File: config.mk
export PLATFORM = sky130hd
export DESIGN_NAME = cmpcap_timer
export DESIGN_NICKNAME = d
export VERILOG_FILES = /design/src/rtl/cmpcap_timer.sv
export SDC_FILE = /design/constraint.sdc
export NUM_CORES = 1
export LEC_CHECK = 0
export BUFFER_PORTS_ARGS = -buffer_cell sky130_fd_sc_hd__buf_2
export CAP_MARGIN = 20
export CORE_MARGIN = 5
export CORE_UTILIZATION = 40
export CTS_CLUSTER_SIZE = 25
export DETAILED_ROUTE_END_ITERATION = 7
export GPL_TIMING_DRIVEN = 0
export SLEW_MARGIN = 0
export SYNTH_ARGS = -nofsm -noshare
export SYNTH_HDL_FRONTEND = slang
export SYNTH_SLANG_ARGS = --single-unit
File: constraint.sdc
create_clock -name clk -period 6.2 [get_ports clk]
set_input_delay 0.31 -clock clk [delete_from_list [all_inputs] [get_ports clk]]
set_output_delay 0.31 -clock clk [all_outputs]
set_load 0.03 [all_outputs]
File: src/rtl/cmpcap_timer.sv
module cmpcap_timer #(
  parameter int W        = 16,
  parameter int PRE_BITS = 3
) (
  input  logic         clk,
  input  logic         rst_n,
  input  logic         ctrl_we,
  input  logic [7:0]   ctrl_wdata,
  output logic [7:0]   ctrl_q,
  input  logic         cmp0_we,
  input  logic         cmp1_we,
  input  logic [W-1:0] cmp_wdata,
  output logic [W-1:0] cmp0_q,
  output logic [W-1:0] cmp1_q,
  input  logic         cap_in,
  output logic [W-1:0] count_q,
  output logic [W-1:0] capture_q,
  output logic         irq_cmp0,
  output logic         irq_cmp1,
  output logic         irq_ext
);

  logic [PRE_BITS-1:0] presc;
  logic [W-1:0]        count_nxt;
  logic [2:0]          sync;
  logic                run, clr_en, tick, rise, fall, edge_hit;
  logic [1:0]          mode;

  assign run    = ctrl_q[0];
  assign clr_en = ctrl_q[1];
  assign mode   = ctrl_q[3:2];

  always_ff @(posedge clk or negedge rst_n)
    if (!rst_n)       ctrl_q <= '0;
    else if (ctrl_we) ctrl_q <= ctrl_wdata;

  always_ff @(posedge clk or negedge rst_n)
    if (!rst_n) begin
      cmp0_q <= '0;
      cmp1_q <= '0;
    end else begin
      if (cmp0_we) cmp0_q <= cmp_wdata;
      if (cmp1_we) cmp1_q <= cmp_wdata;
    end

  always_ff @(posedge clk or negedge rst_n)
    if (!rst_n)   presc <= '0;
    else if (run) presc <= presc + 1'b1;
    else          presc <= '0;

  assign tick      = run && (&presc);
  assign count_nxt = (clr_en && count_q == cmp1_q) ? '0 : count_q + 1'b1;

  always_ff @(posedge clk or negedge rst_n)
    if (!rst_n) begin
      count_q  <= '0;
      irq_cmp0 <= 1'b0;
      irq_cmp1 <= 1'b0;
    end else begin
      if (tick) count_q <= count_nxt;
      irq_cmp0 <= tick && (count_nxt == cmp0_q);
      irq_cmp1 <= tick && (count_nxt == cmp1_q);
    end

  always_ff @(posedge clk or negedge rst_n)
    if (!rst_n) sync <= '0;
    else        sync <= {sync[1:0], cap_in};

  assign rise     = sync[1] & ~sync[2];
  assign fall     = ~sync[1] & sync[2];
  assign edge_hit = (mode[0] & rise) | (mode[1] & fall);

  always_ff @(posedge clk or negedge rst_n)
    if (!rst_n) begin
      capture_q <= '0;
      irq_ext   <= 1'b0;
    end else begin
      if (edge_hit) capture_q <= count_q;
      irq_ext <= edge_hit;
    end


  stop_hold_chk: assert property (@(posedge clk) disable iff (!rst_n)
    !run |=> $stable(count_q));


  irq0_pulse_chk: assert property (@(posedge clk) disable iff (!rst_n)
    irq_cmp0 |=> !irq_cmp0);


  irq1_pulse_chk: assert property (@(posedge clk) disable iff (!rst_n)
    irq_cmp1 |=> !irq_cmp1);


  clear_chk: assert property (@(posedge clk) disable iff (!rst_n)
    (tick && clr_en && count_q == cmp1_q) |=> count_q == '0);


  cap_value_chk: assert property (@(posedge clk) disable iff (!rst_n)
    edge_hit |=> capture_q == $past(count_q));


  ext_req_chk: assert property (@(posedge clk) disable iff (!rst_n)
    irq_ext |-> !$stable(sync[2]));

endmodule

==> out/results.ini <==
[clock_network]
cts_buffers=9
htree_levels=3
root_buffer=clkbuf_8
cts_tree=done
clock_sink_count=81
clock_latency_ps=350
clock_path_buffers=2
clk_pin_slew_ps=80

[critical_path]
r2r_cells=9
ff2ff_setup_slack_ps=2960
arrival_ps=3490
cp_num_buf_inv=2
crit_family=simple AND/OR/NAND/NOR gates
r2r_end=irq_cmp0$_DFF_PN0_
crit_fanout=8
cp_common_cell=nor4_1
r2r-start=count_q[1]$_DFFE_PN0P_
worstPathCellList=ha_1, clkbuf_1, inv_1, nor4_1, xnor2_1, or4b_1, a21boi_0, o32ai_1, nor4_1
cp_data_required_time_ps=6460
cp_slowest_cell=dfrtp_1
worstSetupStartpointType=flip-flop
end_kind=flip-flop
critPathKind=reg2reg
cp_slowest_stage_delay_ps=560

[timing]
maxSlewHeadroom_pct=52.70
hold_ws_ps=67.76
post-route-min-period_ps=3240
rsz0062_at_grt=no
slew_viol_final=0
worst_pin_slew_ps=704.8
setup_tns_ps=0
fin_skew_ps=10.01
hold_viol_final=0
setup_viol=0
post-route-period-util_pct=52.25
fmax_mhz=308.7

[place]
routabilityCongestion=0.8466
placed_area_mm2=0.004925
io_buffer_count=101
hpwl_mm=8.972
dp_cells=612

[pwr]
p_leak_uw=0.002369
p_per_area_mw_per_mm2=259.5
vdd_drop_max_uv=128.9
p_total_uw=1352

[detailed_routing]
postRouteAntennaNets=0
dr.pass1.iters=5
drt_wl_total_mm=11.44
avgRoutedWirePerCell_um=18.18
drc=0
drt_iter0_drc=213
vias_per_cell=5.461
num_vias=3435

[cells_and_area]
n_antenna_cell=0
stdcell_count=629
nFillCells=988
final_area_mm2=0.005211
nNetsFinal=521
area_delta_synth_final_pct=23.30
drive_above_1_share_pct=38.13
multi_input_area_mm2=0.002066
layout.area.seq_mm2=0.002027

[synthesis]
synth-compound-area-share_pct=9.503
syn_avg_cell_area_um2=11.30
synth-xor-area-share_pct=9.118
synthArstFlopShare_pct=100.0
synthAdderAreaFrac_pct=0.8881
synthFlopType=dfrtp_1
ys_seq_elements=81
ys_types=54
synth-seq-area-share_pct=47.96
synth-simple-area-share_pct=14.21
synth_top_family_by_area=multiplexers
synth_edf_count=0
muxShareOfSynthArea_pct=15.16
syn_nets=407
synth_area_mm2=0.004227
netlist_instances=374
ys_warn_count=0

[floorplan]
dieHeight_um=112.8
core_region_area_mm2=0.01032
num_io_pins=105
fp-row-count=37
initial_core_util_pct=40.94
die_area_mm2=0.01272
die_w_um=112.8

[grt]
grt_overflow=0
antenna_found_initial=0
grt_max_degree=42
grt_pass1_vias=3572
grt_use_total_pct=18.74
grt_pass1_wl_mm=18.92

[min_path]
min_to=sync[0]$_DFF_PN0_
min_path_cells=1
min_from=cap_in
hp-class=in2reg

[status]
outcome=finished, final reports clean

[flow_run]
maxCapViolations=0

==> registers in the layout, summed over array words and instances (netlist names) <==
signal / count
irq_cmp1: 1
irq_ext: 1
ctrl_q: 8
capture_q: 16
sync: 3
count_q: 16
cmp0_q: 16
cmp1_q: 16
irq_cmp0: 1
presc: 3
==> cells in the final DEF (no fill, tap or decap), drive strengths merged, types with 3 or more instances in the layout <==
master / Yosys / final
bufinv: 0 / 4
nand2: 24 / 24
ha: 3 / 3
inv: 4 / 4
nand3: 9 / 9
and2: 3 / 3
xnor2: 22 / 22
xor2: 22 / 22
o22ai: 5 / 5
a211oi: 5 / 5
a21oi: 10 / 10
clkbuf: 12 / 23
dfrtp: 81 / 81
nor4b: 7 / 7
buf: 11 / 113
nor3: 5 / 5
o32ai: 4 / 4
nor2: 9 / 9
nand2b: 6 / 6
nand3b: 4 / 4
o21ai: 11 / 11
nand4: 9 / 9
mux2: 56 / 56
nor4: 10 / 10
o31ai: 14 / 14
==> timing repair <==
| action | 4_1_cts | 5_1_grt |
|---|---|---|
| setup buffers | 0 | 0 |
| gates resized for setup | 0 | 0 |
| hold buffers | 1 | 0 |
| hold endpoints to repair | 40 | 0 |
==> per-stage QoR <==
stage,setup WS (ps),utilization (%)
2_1_floorplan,3524,-
3_3_place_gp,3007,47.49
3_5_place_dp,3044,47.70
4_1_cts,3010,50.48
5_1_grt,2739,50.48
6_report,2960,50.48
==> cells by family (layout without fill, tap and decap cells) <==
group                      after synthesis  count (layout)
xor gates and xnor gates                44              44
muxes                                   57              57
adders and majority gates                3               3
AOI/OAI and AO/OA                       60              60
buffers and inverters                   27             146
DFF                                     81              81
and+or+nand+nor                        102             102
==> cell usage after synthesis (2+ instances only) <==
master	instances	area (um^2)
a211oi_1	5	37.54
a21oi_1	10	50.05
and2_1	3	18.77
buf_1	2	7.510
buf_2	6	30.03
buf_4	2	15.01
clkbuf_1	11	41.29
dfrtp_1	81	2027
ha_1	3	37.54
inv_1	4	15.01
mux2_2	56	630.6
nand2_1	23	86.33
nand2b_1	6	37.54
nand3_1	9	45.04
nand3b_1	4	30.03
nand4_1	9	56.30
nor2_1	9	33.78
nor2b_1	2	12.51
nor3_1	5	25.02
nor3b_1	2	15.01
nor4_1	9	56.30
nor4b_1	7	61.31
nor4bb_1	2	20.02
o21a_1	2	15.01
o21ai_0	10	50.05
o22ai_1	5	31.28
o31ai_1	14	105.1
o32ai_1	4	35.03
or3_1	2	12.51
xnor2_1	22	192.7
xor2_1	22	192.7
==> how the worst max path moves through the flow <==
stage,from,endpoint,slack [ps],cells after the start
CTS,count_q[1]$_DFFE_PN0P_,irq_cmp0$_DFF_PN0_,3010,9
floorplan,count_q[1]$_DFFE_PN0P_,irq_cmp0$_DFF_PN0_,3520,9
global route,count_q[1]$_DFFE_PN0P_,irq_cmp0$_DFF_PN0_,2740,9
global placement,count_q[1]$_DFFE_PN0P_,irq_cmp0$_DFF_PN0_,3010,9
detailed placement,count_q[1]$_DFFE_PN0P_,irq_cmp0$_DFF_PN0_,3040,9
finish,count_q[1]$_DFFE_PN0P_,irq_cmp0$_DFF_PN0_,2960,9
==> layout make-up <==
class | instances | share of cell area [%]
clock buffers | 11 | 2.905
plain buffers | 23 | 2.281
flip-flops and latches | 81 | 38.90
inverters | 4 | 0.2881
well taps | 136 | 3.265
clock inverters | 5 | 2.401
repair buffers | 103 | 10.32
multi-input cells | 266 | 39.64
==> worst register-to-register path, delay by kind of cell (launching register included) <==
kind / cells / cell delay (ps)
fa+ha+maj: 1 / 220
buf+inv: 2 / 510
simple gates: 3 / 1220
compound gates: 2 / 390
xor+xnor: 1 / 250
flops: 1 / 560
==> per-layer routing <==
metal	GRT usage, %	share of wire [%]	up-vias
li1	-	-	1608
met1	25.38	45	1712
met2	29.30	47	96
met3	3.904	5.9	19
met4	7.772	2.5	0
met5	0	0	-
==> power breakdown <==
group / internal, uW / switching [uW] / total (uW)
logic: 88.4 / 137 / 225
clock network: 330 / 187 / 516
registers: 562 / 48.4 / 610
total: 980 / 372 / 1350
No activity file was read; power rests on OpenSTA's default activity.
